### config.mk
export PLATFORM = sky130hd
export DESIGN_NAME = deskew_edge_finder
export DESIGN_NICKNAME = d
export VERILOG_FILES = /design/src/rtl/deskew_pkg.sv /design/src/rtl/dsk_lane_edges.sv /design/src/rtl/dsk_sweep_ctrl.sv /design/src/rtl/dsk_delay_map.sv /design/src/rtl/deskew_edge_finder.sv
export SDC_FILE = /design/constraint.sdc
export NUM_CORES = 1
export LEC_CHECK = 0
export BUFFER_PORTS_ARGS = -buffer_cell sky130_fd_sc_hd__buf_4
export CAP_MARGIN = 25
export CORE_ASPECT_RATIO = 0.8
export CORE_MARGIN = 8
export CORE_UTILIZATION = 55
export CTS_CLUSTER_DIAMETER = 200
export CTS_CLUSTER_SIZE = 25
export DETAILED_ROUTE_END_ITERATION = 10
export PLACE_DENSITY = 0.87
export SYNTH_ARGS = -nofsm -noshare
export SYNTH_HDL_FRONTEND = slang
export SYNTH_SLANG_ARGS = --single-unit
export TNS_END_PERCENT = 20
### constraint.sdc
create_clock -name clk -period 3.28 [get_ports clk]
set_input_delay 0.492 -clock clk [delete_from_list [all_inputs] [get_ports clk]]
set_output_delay 0.492 -clock clk [all_outputs]
set_load 0.02 [all_outputs]
### src/rtl/deskew_pkg.sv
package deskew_pkg;
  typedef enum logic [2:0] {
    ST_IDLE,
    ST_PROBE,
    ST_WAIT,
    ST_MID,
    ST_FIN
  } fsm_e;

  typedef enum logic {
    SW_DATA,
    SW_STROBE
  } sweep_e;
endpackage

### src/rtl/dsk_lane_edges.sv
module dsk_lane_edges #(
  parameter int DW     = 4,
  parameter int DQ_MAX = 15
) (
  input  logic                 clk,
  input  logic                 rst_n,
  input  logic                 init,
  input  logic                 upd_data,
  input  logic                 upd_strobe,
  input  logic                 mid_fix,
  input  logic [DW-1:0]        step,
  input  logic                 pass,
  output logic signed [DW+1:0] left_q,
  output logic signed [DW+1:0] right_q,
  output logic                 complete
);
  localparam int EW = DW + 2;
  localparam logic signed [EW-1:0] MARK   = EW'(DQ_MAX + 1);
  localparam logic signed [EW-1:0] MINUS1 = EW'(-1);

  function automatic logic signed [EW-1:0] as_edge(input logic [DW-1:0] s);
    return $signed({2'b00, s});
  endfunction

  function automatic logic signed [EW-1:0] neg_step(input logic [DW-1:0] s);
    return -(as_edge(s) + EW'(1));
  endfunction

  logic left_known, right_known;
  assign left_known  = (left_q != MARK);
  assign right_known = (right_q != MARK);
  assign complete    = left_known && right_known;

  always_ff @(posedge clk or negedge rst_n) begin
    if (!rst_n) begin
      left_q  <= MARK;
      right_q <= MARK;
    end else if (init) begin
      left_q  <= MARK;
      right_q <= MARK;
    end else if (upd_data) begin
      if (pass)             left_q  <= as_edge(step);
      else if (!left_known) right_q <= neg_step(step);
    end else if (mid_fix) begin
      if (!left_known && right_known) right_q <= MARK;
    end else if (upd_strobe) begin
      if (pass) begin
        right_q <= as_edge(step);
      end else if (step != '0) begin
        if (!right_known) left_q <= neg_step(step);
      end else if (!right_known) begin
        if (left_known) right_q <= MINUS1;
        else            left_q  <= MINUS1;
      end
    end
  end
endmodule

### src/rtl/dsk_sweep_ctrl.sv
module dsk_sweep_ctrl
  import deskew_pkg::*;
#(
  parameter int LANES   = 4,
  parameter int DW      = 4,
  parameter int DQ_MAX  = 15,
  parameter int DQS_MAX = 15
) (
  input  logic             clk,
  input  logic             rst_n,
  input  logic             start,
  input  logic [DW-1:0]    dqs_start,
  input  logic [DW-1:0]    en_start,
  input  logic             chk_valid,
  input  logic [LANES-1:0] chk_pass,
  input  logic [LANES-1:0] lanes_complete,
  output sweep_e           sweep_o,
  output logic [DW-1:0]    step_o,
  output logic [DW-1:0]    dqs_base,
  output logic [DW-1:0]    en_base,
  output logic             chk_req,
  output logic             lane_init,
  output logic             upd_data,
  output logic             upd_strobe,
  output logic             mid_fix,
  output logic             busy,
  output logic             done
);
  localparam logic [DW-1:0] DQ_LIM  = DW'(DQ_MAX);
  localparam logic [DW:0]   DQS_LIM = (DW + 1)'(DQS_MAX);

  fsm_e             state;
  sweep_e           sweep;
  logic [DW-1:0]    step;
  logic [LANES-1:0] sticky;

  logic [LANES-1:0] sticky_nx;
  logic             stop, accept, last_step, skip_strobe;
  logic [DW:0]      span;

  assign sticky_nx   = sticky | chk_pass;
  assign stop        = (chk_pass == '0) && (sticky_nx == '1);
  assign accept      = (state == ST_WAIT) && chk_valid;
  assign span        = DQS_LIM - {1'b0, dqs_base};
  assign skip_strobe = ({1'b0, dqs_base} > DQS_LIM);
  assign last_step   = (sweep == SW_DATA) ? (step == DQ_LIM)
                                          : ({1'b0, step} == span);

  always_ff @(posedge clk or negedge rst_n) begin
    if (!rst_n) begin
      state    <= ST_IDLE;
      sweep    <= SW_DATA;
      step     <= '0;
      sticky   <= '0;
      dqs_base <= '0;
      en_base  <= '0;
    end else begin
      case (state)
        ST_IDLE: if (start) begin
          state    <= ST_PROBE;
          sweep    <= SW_DATA;
          step     <= '0;
          sticky   <= '0;
          dqs_base <= dqs_start;
          en_base  <= en_start;
        end
        ST_PROBE: state <= ST_WAIT;
        ST_WAIT: if (chk_valid) begin
          sticky <= sticky_nx;
          if (stop || last_step) begin
            state <= (sweep == SW_DATA) ? ST_MID : ST_FIN;
          end else begin
            step  <= step + 1'b1;
            state <= ST_PROBE;
          end
        end
        ST_MID: begin
          step   <= '0;
          sticky <= lanes_complete;
          if (skip_strobe) state <= ST_FIN;
          else begin
            sweep <= SW_STROBE;
            state <= ST_PROBE;
          end
        end
        ST_FIN:  state <= ST_IDLE;
        default: state <= ST_IDLE;
      endcase
    end
  end

  assign sweep_o    = sweep;
  assign step_o     = step;
  assign chk_req    = (state == ST_PROBE);
  assign lane_init  = (state == ST_IDLE) && start;
  assign upd_data   = accept && !stop && (sweep == SW_DATA);
  assign upd_strobe = accept && !stop && (sweep == SW_STROBE);
  assign mid_fix    = (state == ST_MID);
  assign busy       = (state != ST_IDLE);
  assign done       = (state == ST_FIN);
endmodule

### src/rtl/dsk_delay_map.sv
module dsk_delay_map
  import deskew_pkg::*;
#(
  parameter int DW       = 4,
  parameter int EN_MAX   = 12,
  parameter bit SHIFT_EN = 1'b1
) (
  input  sweep_e        sweep,
  input  logic [DW-1:0] step,
  input  logic [DW-1:0] dqs_base,
  input  logic [DW-1:0] en_base,
  output logic [DW-1:0] dq_dly,
  output logic [DW-1:0] dqs_dly,
  output logic [DW-1:0] en_dly
);
  function automatic logic [DW-1:0] clamp_add(input logic [DW-1:0] base,
                                              input logic [DW-1:0] off);
    logic [DW:0] sum;
    sum = {1'b0, base} + {1'b0, off};
    return (sum > (DW + 1)'(EN_MAX)) ? DW'(EN_MAX) : sum[DW-1:0];
  endfunction

  assign dq_dly  = (sweep == SW_DATA) ? step : '0;
  assign dqs_dly = (sweep == SW_STROBE) ? dqs_base + step : dqs_base;

  generate
    if (SHIFT_EN) begin : g_shift
      assign en_dly = (sweep == SW_STROBE) ? clamp_add(en_base, step) : en_base;
    end else begin : g_fixed
      assign en_dly = en_base;
    end
  endgenerate
endmodule

### src/rtl/deskew_edge_finder.sv
module deskew_edge_finder
  import deskew_pkg::*;
#(
  parameter int LANES    = 4,
  parameter int DW       = 4,
  parameter int DQ_MAX   = 15,
  parameter int DQS_MAX  = 15,
  parameter int EN_MAX   = 12,
  parameter bit SHIFT_EN = 1'b1
) (
  input  logic                      clk,
  input  logic                      rst_n,
  input  logic                      start,
  input  logic [DW-1:0]             dqs_start,
  input  logic [DW-1:0]             en_start,
  output logic [DW-1:0]             dq_dly,
  output logic [DW-1:0]             dqs_dly,
  output logic [DW-1:0]             en_dly,
  output logic                      chk_req,
  input  logic                      chk_valid,
  input  logic [LANES-1:0]          chk_pass,
  output logic [LANES*(DW+2)-1:0]   left_edges,
  output logic [LANES*(DW+2)-1:0]   right_edges,
  output logic [LANES-1:0]          fail_lanes,
  output logic                      cal_fail,
  output logic                      busy,
  output logic                      done
);
  localparam int EW = DW + 2;

  sweep_e           sweep;
  logic [DW-1:0]    step;
  logic [DW-1:0]    dqs_base, en_base;
  logic             lane_init, upd_data, upd_strobe, mid_fix;
  logic [LANES-1:0] lanes_complete;
  logic             in_data, in_strobe;

  dsk_sweep_ctrl #(
    .LANES(LANES), .DW(DW), .DQ_MAX(DQ_MAX), .DQS_MAX(DQS_MAX)
  ) u_ctrl (
    .clk(clk), .rst_n(rst_n), .start(start),
    .dqs_start(dqs_start), .en_start(en_start),
    .chk_valid(chk_valid), .chk_pass(chk_pass),
    .lanes_complete(lanes_complete),
    .sweep_o(sweep), .step_o(step),
    .dqs_base(dqs_base), .en_base(en_base),
    .chk_req(chk_req), .lane_init(lane_init),
    .upd_data(upd_data), .upd_strobe(upd_strobe),
    .mid_fix(mid_fix), .busy(busy), .done(done)
  );

  dsk_delay_map #(
    .DW(DW), .EN_MAX(EN_MAX), .SHIFT_EN(SHIFT_EN)
  ) u_map (
    .sweep(sweep), .step(step), .dqs_base(dqs_base), .en_base(en_base),
    .dq_dly(dq_dly), .dqs_dly(dqs_dly), .en_dly(en_dly)
  );

  generate
    for (genvar i = 0; i < LANES; i++) begin : g_lane
      logic signed [EW-1:0] l_edge, r_edge;
      dsk_lane_edges #(.DW(DW), .DQ_MAX(DQ_MAX)) u_lane (
        .clk(clk), .rst_n(rst_n), .init(lane_init),
        .upd_data(upd_data), .upd_strobe(upd_strobe), .mid_fix(mid_fix),
        .step(step), .pass(chk_pass[i]),
        .left_q(l_edge), .right_q(r_edge), .complete(lanes_complete[i])
      );
      assign left_edges[i*EW +: EW]  = l_edge;
      assign right_edges[i*EW +: EW] = r_edge;
    end
  endgenerate

  assign fail_lanes = ~lanes_complete;
  assign cal_fail   = |fail_lanes;
  assign in_data    = busy && (sweep == SW_DATA);
  assign in_strobe  = busy && (sweep == SW_STROBE);
endmodule

==> metrics.txt <==
n_diodes 0; initial core utilization approximately 57%; antenna violations before repair 0; area share of the largest cell type after synthesis between 30% and 40%; syn nets 461; Die Area 10900 um2; YS warnings 0; Crit Reg-Reg Startpoint u_ctrl.step_o[1]$_DFFE_PN0P_; PostCTS Resize Cnt 0; Arr. time, crit path 2.41 ns; met3 Usage GRT 8.67%; critical path's top delay family compound AO/OA/AOI/OAI gates; fin util 70.3%; clk buf depth 2; cts hold-fix bufs 0; max_cap viols 0; fin crit share 88.6%; Routed Antenna Nets 0; largest net degree at the start of global routing 69; Inst Count DP 612; htree depth 3; PortBufs 83; Fmax 344 MHz; Post-synth EDFFs 0; flop2flop setup slack 0.52 ns; Post-DP HPWL 9410 um; worst hold path class input pin to asynchronous set/reset pin; pwr/cell area 1070 nW/um2; P_leak roughly 2.3 nW; postcts setup bufs 0; grt peak-use layer met2; CTS Buf Count 9; Synth Flop Type dfrtp_1; Tightest Pin Transition a little under 0.9 ns; ys async rst share 100%; router iterations before antenna repair 5; final wirelength between 10000 and 15000 um; GRT met1 Usage between 30% and 40%; number of hold violations in the final report 0; status finished clean; count leader, synth dfrtp_1; # clock sinks 68; Final min period 2.90 ns; Starting DRT DRC Count 384; root buf cell clkbuf_8; Syn Area/Cell 9.85 um2; area leader, netlist dfrtp_1; vias in the first global route between 3000 and 4000; Post-Place Setup Slack 0.512 ns; I/O Pins 84; worst path bufs/invs 1; vias roughly 3900; Syn Std Cell Area 4280 um2; crit start category flip-flop; setup ws final 0.375 ns; Slowest cell on crit path dfrtp_1; final setup TNS 0 ns; met2 Use GR 34.5%; clock slew at reported path FFs 0.08 ns; Seq cells post-synth 68; Routability Congestion 1.00; endpoints failing setup 0; commonest cells in the synthesized netlist dfrtp_1 (60), mux2_2 (50), nand2_1 (46); share of post-route cells with drive strength above 1 between 30% and 40%; grt total ovfl 0; Worst path max stage delay 0.42 ns; die width 115 um; wire per inst 20.1 um; Power, Total 5.60 mW; Layout Skew 0.0118 ns; Residual DRC 0; Die Y 94.9 um; Rel. slew slack 42.4%; core box area about 7500 um2; area grow syn2layout 22.7%; Mapped Cells 434; GRT Total Usage 23.7%; Worst Setup SP u_ctrl.step_o[0]$_DFFE_PN0P_; CTS tree yes; top post-synthesis cells by area dfrtp_1 (35%), mux2_2 (13%), dfstp_2 (4.9%); post-synthesis sequential area ratio 40.0%; Clock Latency Late Sink about 0.36 ns; critical path endpoint category output pin; Placement Rows 28; first-pass GRT wire length 20100 um; Non-Filler Instances 628; DR vias/cell between 6 and 7; maximum VDD drop 0.605 mV; post-synth cell types 74; nets@finish 545; crit-path max FO 3; Critical Path RT ~2.8 ns; Max Slew Vio Count 0; CP cell instances ha_1, fa_1, a21o_1, a211o_1, a31oi_1, nand2_1, o21ai_0, buf_4; RSZ-0062 raised after global routing no; CP Class flip-flop to output pin
==> power by group <==
group	internal (mW)	switching [mW]
Sequential	1.25	0.338
Combinational	1.45	1.86
Clock	0.354	0.353
Total	3.05	2.55
==> sequential cells by signal, indices dropped and copies added, names as in the netlist <==
name and count:
u_ctrl.state 3, g_lane.u_lane.right_q 24, u_ctrl.sweep_o 1, u_ctrl.en_base 4
u_ctrl.sticky 4, g_lane.u_lane.left_q 24, u_ctrl.dqs_base 4, u_ctrl.step_o 4
==> layout make-up <==
type	instances	area [um2]
clock buffers	9	124
well taps	105	131
repair buffers	99	743
flip-flops and latches	68	1710
multi-input cells	323	2400
fillers	606	2220
clock inverters	7	75.1
inverters	17	63.8
==> per-layer routing <==
metal / vias to the layer above / routed length [um]
met5: - / 0
met4: 0 / 195
met3: 25 / 1400
met2: 216 / 5480
met1: 1917 / 5530
li1: 1763 / -
==> stage by stage <==
stage,area [um2],hold slack (ns)
4_1_cts,5250,0.254
3_3_place_gp,5050,0.477
5_1_grt,5250,0.301
6_report,5250,0.240
2_1_floorplan,4280,0.196
3_5_place_dp,5050,0.508
==> logic make-up after synthesis <==
| kind of cell | count (synthesis) | synth area share, % |
|---|---|---|
| DFF | 68 | 40.0 |
| and+or+nand+nor | 129 | 16.9 |
| adders and majority gates | 11 | 3.57 |
| xor gates and xnor gates | 8 | 1.64 |
| buffers and inverters | 43 | 4.07 |
| AOI/OAI and AO/OA | 123 | 20.2 |
| muxes | 52 | 13.6 |
==> path summary, 6_finish.rpt <==
check | to | cells past startpoint
min reg2reg | u_ctrl.sticky[2]$_DFFE_PN0P_ | 1
max reg2reg | g_lane[2].u_lane.left_q[2]$_DFFE_PN0P_ | 8
min | u_ctrl.dqs_base[0]$_DFFE_PN0P_ | 1
max in group asynchronous | g_lane[2].u_lane.right_q[3]$_DFFE_PN0P_ | 1
min in group clk | u_ctrl.dqs_base[0]$_DFFE_PN0P_ | 3
max | en_dly[0] | 8
==> placed cells by master, fill, tap and decap left out, types with 7 or more instances in the layout <==
master / instances
a21o_1: 7
nand3b_1: 7
clkbuf_8: 9
ha_1: 9
a21oi_1: 37
dfrtp_1: 60
a211oi_1: 7
mux2_2: 50
inv_1: 17
nand2_1: 46
dfstp_2: 8
o21ai_0: 28
buf_4: 99
nor2_1: 16
nor4_1: 7
Note: power is estimated with default switching activity, not from simulation.
